[config.mk]
export PLATFORM = sky130hd
export DESIGN_NAME = byte_sad_unit
export DESIGN_NICKNAME = d
export VERILOG_FILES = /design/src/rtl/byte_sad_pkg.sv /design/src/rtl/byte_sad_decode.sv /design/src/rtl/byte_sad_lane.sv /design/src/rtl/byte_sad_tree.sv /design/src/rtl/byte_sad_unit.sv
export SDC_FILE = /design/constraint.sdc
export NUM_CORES = 1
export LEC_CHECK = 0
export BUFFER_PORTS_ARGS = -buffer_cell sky130_fd_sc_hd__buf_2
export CORE_AREA = 2 2 118 120
export DETAILED_ROUTE_END_ITERATION = 8
export DIE_AREA = 0 0 120 122
export PLACE_DENSITY = 0.68
export SLEW_MARGIN = 20
export SYNTH_ARGS = -nofsm -noshare
export SYNTH_HDL_FRONTEND = slang
export SYNTH_HIERARCHICAL = 1
export SYNTH_SLANG_ARGS = --single-unit
[constraint.sdc]
create_clock -name clk -period 0.8 [get_ports clk]
set_input_delay 0 -clock clk [delete_from_list [all_inputs] [get_ports clk]]
set_output_delay 0 -clock clk [all_outputs]
set_load 0.02 [all_outputs]
[src/rtl/byte_sad_pkg.sv]
package byte_sad_pkg;
    localparam logic [6:0] OPC_PACKED   = 7'b1110111;
    localparam logic [2:0] F3_SAD       = 3'b000;
    localparam logic [6:0] F7_SAD_PLAIN = 7'b1111110;
    localparam logic [6:0] F7_SAD_ACC   = 7'b1111111;

    typedef enum logic [1:0] {
        SEL_NONE  = 2'd0,
        SEL_PLAIN = 2'd1,
        SEL_ACC   = 2'd2
    } sad_sel_e;

    typedef enum logic {
        ST_IDLE = 1'b0,
        ST_HOLD = 1'b1
    } sad_state_e;
endpackage

[src/rtl/byte_sad_decode.sv]
module byte_sad_decode
    import byte_sad_pkg::*;
(
    input  logic       valid,
    input  logic [6:0] funct7,
    input  logic [2:0] funct3,
    input  logic [6:0] opcode,
    output sad_sel_e   sel
);
    logic fields_ok;

    always_comb begin
        fields_ok = valid && (funct3 == F3_SAD) && (opcode == OPC_PACKED);
        sel = SEL_NONE;
        if (fields_ok) begin
            unique case (funct7)
                F7_SAD_PLAIN: sel = SEL_PLAIN;
                F7_SAD_ACC:   sel = SEL_ACC;
                default:      sel = SEL_NONE;
            endcase
        end
    end
endmodule

[src/rtl/byte_sad_lane.sv]
module byte_sad_lane (
    input  logic [7:0] a,
    input  logic [7:0] b,
    output logic [7:0] absdiff
);
    always_comb begin
        if (a >= b) absdiff = a - b;
        else        absdiff = b - a;
    end
endmodule

[src/rtl/byte_sad_tree.sv]
module byte_sad_tree #(
    parameter int LANES = 4,
    parameter int SUMW  = 10
) (
    input  logic [LANES*8-1:0] a,
    input  logic [LANES*8-1:0] b,
    output logic [SUMW-1:0]    sum
);
    logic [SUMW-1:0] node [1:2*LANES-1];

    for (genvar i = 0; i < LANES; i++) begin : g_lane
        logic [7:0] d;
        byte_sad_lane u_lane (
            .a       (a[8*i +: 8]),
            .b       (b[8*i +: 8]),
            .absdiff (d)
        );
        assign node[LANES + i] = {{(SUMW-8){1'b0}}, d};
    end

    for (genvar n = 1; n < LANES; n++) begin : g_add
        assign node[n] = node[2*n] + node[2*n+1];
    end

    assign sum = node[1];
endmodule

[src/rtl/byte_sad_unit.sv]
module byte_sad_unit
    import byte_sad_pkg::*;
#(
    parameter int XLEN = 32
) (
    input  logic            clk,
    input  logic            rst_n,
    input  logic            in_valid,
    input  logic [6:0]      in_funct7,
    input  logic [2:0]      in_funct3,
    input  logic [6:0]      in_opcode,
    input  logic [XLEN-1:0] in_src_a,
    input  logic [XLEN-1:0] in_src_b,
    input  logic [XLEN-1:0] in_dest_old,
    output logic            out_valid,
    output logic [XLEN-1:0] out_result
);
    localparam int LANES   = XLEN / 8;
    localparam int SUM_MAX = LANES * 255;
    localparam int SUMW    = $clog2(SUM_MAX + 1);

    sad_sel_e        sel;
    sad_state_e      state_q, state_d;
    logic [SUMW-1:0] lane_sum;
    logic [XLEN-1:0] sum_ext, result_d, result_q;
    logic            accept;

    byte_sad_decode u_dec (
        .valid  (in_valid),
        .funct7 (in_funct7),
        .funct3 (in_funct3),
        .opcode (in_opcode),
        .sel    (sel)
    );

    byte_sad_tree #(.LANES(LANES), .SUMW(SUMW)) u_tree (
        .a   (in_src_a),
        .b   (in_src_b),
        .sum (lane_sum)
    );

    assign accept  = (sel != SEL_NONE);
    assign sum_ext = {{(XLEN-SUMW){1'b0}}, lane_sum};

    always_comb begin
        unique case (sel)
            SEL_ACC:   result_d = in_dest_old + sum_ext;
            SEL_PLAIN: result_d = sum_ext;
            default:   result_d = result_q;
        endcase
    end

    always_comb begin
        unique case (state_q)
            ST_IDLE: state_d = accept ? ST_HOLD : ST_IDLE;
            ST_HOLD: state_d = accept ? ST_HOLD : ST_IDLE;
            default: state_d = ST_IDLE;
        endcase
    end

    always_ff @(posedge clk or negedge rst_n) begin
        if (!rst_n) state_q <= ST_IDLE;
        else        state_q <= state_d;
    end

    always_ff @(posedge clk or negedge rst_n) begin
        if (!rst_n)      result_q <= '0;
        else if (accept) result_q <= result_d;
    end

    assign out_valid  = (state_q == ST_HOLD);
    assign out_result = result_q;

    // an accepted operation yields out_valid on the next cycle
    assert_valid_next_R7: assert property (@(posedge clk) disable iff (!rst_n)
        accept |=> out_valid);
    // an ignored input leaves out_valid low on the next cycle
    assert_ignored_no_valid_R2: assert property (@(posedge clk) disable iff (!rst_n)
        !accept |=> !out_valid);
    // the result register holds when nothing is accepted
    assert_hold_result_R8: assert property (@(posedge clk) disable iff (!rst_n)
        !accept |=> $stable(out_result));
    // the lane sum never exceeds its bound
    assert_no_overflow_R4: assert property (@(posedge clk) disable iff (!rst_n)
        int'(lane_sum) <= SUM_MAX);
    // the plain form result fits the bound
    assert_plain_bound_R4: assert property (@(posedge clk) disable iff (!rst_n)
        (sel == SEL_PLAIN) |=> (out_result <= XLEN'(SUM_MAX)));
endmodule

---- After elaboration in Yosys (flattened, before gate mapping) ----
Index checks and enable logic that the tools add are counted.
word-level totals
  input port bits ......................... 116
  output and inout bits ................... 33
  bits in registers ....................... 33
  word-level logic and storage cells ...... 37
operators by class
  $lt $le $gt $ge ......................... 4
  equal/unequal tests ..................... 5
  reductions and logical operators ........ 6
  muxes and demuxes ....................... 8
  $add $sub $neg .......................... 12
operators with widths
  kind                                                              number
  32-bit one-hot mux with 2 select lines                            1
  8-bit subtractor                                                  8
  32-bit by 10-bit adder with 32-bit output                         1
  8-bit >= comparator                                               4
  8-bit two-way mux                                                 4
  7-bit == test (second input constant)                             3
  8-bit by 8-bit adder with 9-bit output                            2
  9-bit by 9-bit adder with 10-bit output                           1
  2-bit one-hot mux with 2 select lines                             1
  2-bit nonzero test                                                2
  3-bit zero test                                                   1
  2-bit by 1-bit == test with 1-bit output (second input constant)  1
  2-bit == test (second input constant)                             1
  1-bit logical AND                                                 2
  2-bit two-way mux                                                 1
  2-bit AND reduction                                               1
  1-bit two-way mux                                                 1

---- Depth between registers and ports, before layout ----
  word-level depth ........................ 7
  mapped depth ............................ 27
  gate-level depth less buffers ........... 26

---- Cells and area by module ----
The synthesis kept the hierarchy.
modules (own cells, without submodules)
  module                                       area an instance (um^2)  times used  sequential area each (um^2)  cells an instance
  byte_sad_unit                                2285.9                   1           825.8                        253
  byte_sad_lane (u_tree.g_lane[0].u_lane ...)  651.9                    3           0.0                          81
  byte_sad_tree                                953.4                    1           0.0                          121
  byte_sad_lane (u_tree.g_lane[1].u_lane)      669.4                    1           0.0                          85
  byte_sad_decode                              61.3                     1           0.0                          9

---- Least setup slack after synthesis ----
No wires, ideal clock.
  kind .................................... input to register
  start point ............................. in in_src_a[5]
  end point ............................... reg result_q[21], in the netlist out_result[21]
  required time ........................... 679 ps
  arrival ................................. 5513 ps
  cell stages on the path ................. 25
  path slack .............................. -4834 ps
  path buffers ............................ 1
  setup time .............................. 121 ps
  path through ............................ inv_1 > ha_1 > buf_6 > a21o_1 > a21o_1 > a221oi_4 > mux2i_1 > xor2_1 > ha_1 > nor2b_1 > o21ai_0 > nand2b_1 > a221oi_2 > xnor2_1 > ha_1 > a21o_1 > a221o_1 > a31oi_1 > xnor2_1 > ha_1 > nand2_1 > or4b_4 > a2111oi_1 > xor2_1 > a22o_1
on the way
  word-level cells in the longest chain between the ends .. 6
  elaborated cells between the ends (all ways) .. 8
  those cells by class .................... add/sub: 5; order compare: 1; mux: 2
ends and longest elaborated chain
  element                                    line                 RTL
  start, declared                            byte_sad_unit.sv:12  input logic [XLEN-1:0] in_src_a,
  8-bit >= comparator                        byte_sad_lane.sv:7   if (a >= b) absdiff = a - b;
  8-bit two-way mux                          byte_sad_lane.sv:7
  named net u_tree.g_lane[0].d[2]            byte_sad_tree.sv:12  logic [7:0] d;
  8-bit by 8-bit adder with 9-bit output     byte_sad_tree.sv:22  assign node[n] = node[2*n] + node[2*n+1];
  9-bit by 9-bit adder with 10-bit output    byte_sad_tree.sv:22
  named net lane_sum[8]                      byte_sad_unit.sv:24  logic [SUMW-1:0] lane_sum;
  32-bit by 10-bit adder with 32-bit output  byte_sad_unit.sv:47  SEL_ACC: result_d = in_dest_old + sum_ext;
  32-bit one-hot mux with 2 select lines     byte_sad_unit.sv:46  unique case (sel)
  end signal, assigned                       byte_sad_unit.sv:68  else if (accept) result_q <= result_d;
  end, declared                              byte_sad_unit.sv:25  logic [XLEN-1:0] sum_ext, result_d, result_q;
The timed path passes the listed nets, and every way through them passes these cells.
A chain may end at the register's enable or synchronous reset.

---- Worst setup path after layout ----
  start point ............................. in in_src_a[13]
  end point ............................... reg result_q[31], in the netlist out_result[31]
on the way
  word-level cells in the longest chain between the ends .. 6
  elaborated cells between the ends (all ways) .. 8
  those cells by class .................... add/sub: 5; order compare: 1; mux: 2
ends and longest elaborated chain
  element                                    line
  8-bit >= comparator                        byte_sad_lane.sv:7
  8-bit two-way mux                          byte_sad_lane.sv:7
  named net u_tree.g_lane[1].d[2]            byte_sad_tree.sv:12
  8-bit by 8-bit adder with 9-bit output     byte_sad_tree.sv:22
  9-bit by 9-bit adder with 10-bit output    byte_sad_tree.sv:22
  named net lane_sum[9]                      byte_sad_unit.sv:24
  32-bit by 10-bit adder with 32-bit output  byte_sad_unit.sv:47
  32-bit one-hot mux with 2 select lines     byte_sad_unit.sv:46
The timed path passes the listed nets, and every way through them passes these cells.

==> flow_metrics.tcl <==
set metrics [dict create \
    drv_cap 0 \
    grt_overflow 0 \
    placed_cells 1259 \
    synth-seq-cells 33 \
    clk_latency_ns 0.28 \
    holdWs_ns 0.0305 \
    path_max_fanout 4 \
    wl_per_cell_um 18.1 \
    timing.clock.skew_ns 0 \
    ys.warnings.count 6 \
    clk_pin_slew_ns 0.06 \
    place_ws_ns -4.89 \
    slew_viol_final 0 \
    synth_top_area_cell "ha_1" \
    die_h_um 122 \
    violations "negative setup slack" \
    synth_most_common_cell "ha_1" \
    cp_num_buf_inv 4 \
    die_x_um 120 \
    track_usage_pct 27.7 \
    nNetsFinal 1360 \
    slew-limit-headroom_pct 62.9 \
    drcViolationCount 0 \
    crit_arrival_ns 5.95 \
    async_reset_ff_share_pct 100 \
    synth_ff_type "dfrtp_1" \
    antenna_found_initial 1 \
    via_per_inst 5.70 \
    status "complete, but fails checks" \
    routed-via-count 7502 \
    cts_tree "done" \
    min_to "out_result[31]$_DFFE_PN0P_" \
    cts_made_buffers 5 \
    synth_area_leaders "ha_1 20%, dfrtp_1 14%, mux2i_1 5.4%" \
    firstDrtPassIters 5 \
    setup_viol_count_final 64 \
    worst_path_largest_cell_delay_ns 0.54 \
    ios 149 \
    crit_type "in2reg" \
    fillers 816 \
    core_mm2 0.0135 \
    worstHoldStart "in_dest_old[31]" \
    final_cells 1316 \
    drt_iter0_drc 584 \
    io_buffers 148 \
    synth_top_area_share_pct 20.5 \
    hold_violations 0 \
    wl_um 23800 \
    cts_htree_levels 2 \
    syn-cell-area_mm2 0.00593 \
    critPathRequiredTime_ns 1.02 \
    worst_pin_slew_ns 0.551 \
    diodes 0 \
    die-area_mm2 0.0146 \
    r2r_start "out_result[6]$_DFFE_PN0P_" \
    cts.path.max_buffers 2 \
    start_kind "input pin" \
    rsz0062_at_grt "true" \
    synth_commonest_cells "97 x ha_1, 85 x inv_1, 50 x a21oi_1" \
    grt_max_degree 34 \
    post_synth.cell_area_avg_um2 8.33 \
    yosysSeqAreaShare_pct 13.9 \
    timing.final.ws_setup_ns -4.93 \
    r2r_setup_slack_ns -0.08 \
    rr_worst_depth 2 \
    grt_first_pass_wirelength_um 33500 \
    gp_congestion 0.894 \
    cts.sinks 33 \
    max_freq_ghz 0.175 \
    critPathTopFamily "compound AO/OA/AOI/OAI gates" \
    synth_cells 711 \
    root_buffer "clkbuf_16" \
    post-dp-hpwl_um 14600 \
    ys_types 59 \
    num_rows 43 \
    holdPathStages 3 \
    end_kind "flop" \
    grt_pass1_vias 7318 \
    crit_slowest_cell "or4_4" \
    syn-num-nets 936 \
    fin_crit_sh_pct 716 \
    hp-class "in2reg" \
    drtAntennaViolNets 0 \
    area_growth_syn_to_layout_pct 78.9 \
    r2r_end "out_result[6]$_DFFE_PN0P_" \
    initial_core_util_pct 43.9 \
    final_layout_size_suffix_gt1_share_pct 54.6 \
    synth_edf_count 0 \
    fin_crit_ns 5.73 \
]
## metrics by stage
step,setup TNS [ns],util [%],cell area [µm²]
floorplan,-126.95,-,6370
global placement,-137.66,67.0,9040
detailed placement,-141.25,67.0,9040
CTS,-128.53,76.3,10300
global route,-143.90,78.5,10600
finish,-139.77,78.5,10600
## flip-flops by register name (all words and copies together) (netlist names)
register and cells:
out_valid 1, out_result 32
## kinds of logic after synthesis
kind of cell	Yosys count	synth area share (%)
AO/OA/AOI/OAI	206	25.1
XOR/XNOR	63	9.31
adder cells (fa/ha/maj)	109	24.5
buffers and inverters	109	7.43
flip-flops	33	13.9
multiplexers	33	5.60
AND/OR/NAND/NOR	158	14.0
## layout make-up
type	instances	area [µm²]	area share (%)
inverter	85	342	3.22
sequential	33	826	7.79
multi-input combinational	570	5680	53.5
clock inverter	3	17.5	0.165
timing repair buffer	440	3390	32.0
tap	180	225	2.12
clock buffer	5	125	1.18
## per-layer routing
metal | part of all wire, % | vias up | track usage [%]
li1 | - | 3420 | -
met1 | 38 | 3533 | 31.4
met3 | 6.7 | 140 | 3.23
met5 | 0.055 | - | 0
met2 | 50 | 407 | 53.3
met4 | 5.5 | 2 | 9.41
## cells in the final DEF (no fill, tap or decap), drive strengths merged, types with 10 or more instances in the layout
| cell | n |
|---|---|
| a211oi | 16 |
| a21o | 32 |
| a21oi | 52 |
| a22o | 16 |
| a31oi | 19 |
| buf | 438 |
| dfrtp | 33 |
| fa | 12 |
| ha | 97 |
| inv | 85 |
| mux2i | 32 |
| nand2 | 36 |
| nand4 | 18 |
| nor2 | 33 |
| nor3 | 13 |
| nor4 | 10 |
| o21ai | 31 |
| xnor2 | 31 |
| xor2 | 32 |
## repair_timing
action                                  CTS  global route
endpoints found under the setup margin   65            65
pin swaps                                93            44
gates cloned                              2             0
hold endpoints to repair                 34             0
resized for setup                       190            45
hold buffers                              2             0
buffers inserted                         37            11
## worst reg2reg max path: stages, from the launching register on
cell and delay (ns):
dfrtp_1 0.42, a21oi_1 0.18, o21ai_0 0.13
## how the worst max path moves through the flow
stage	from	slack [ns]	end	cells past startpoint
detailed placement	in_src_a[13]	-4.89	out_result[21]$_DFFE_PN0P_	25
global route	in_src_a[13]	-5.03	out_result[31]$_DFFE_PN0P_	27
finish	in_src_a[13]	-4.93	out_result[31]$_DFFE_PN0P_	28
floorplan	in_src_b[5]	-4.61	out_result[21]$_DFFE_PN0P_	24
global placement	in_src_a[13]	-4.77	out_result[25]$_DFFE_PN0P_	25
CTS	in_src_b[11]	-4.45	out_result[31]$_DFFE_PN0P_	26
Power is left out: the tool's default activity adds up to more than one toggle a clock period on the data nets, which glitch-free logic cannot reach.
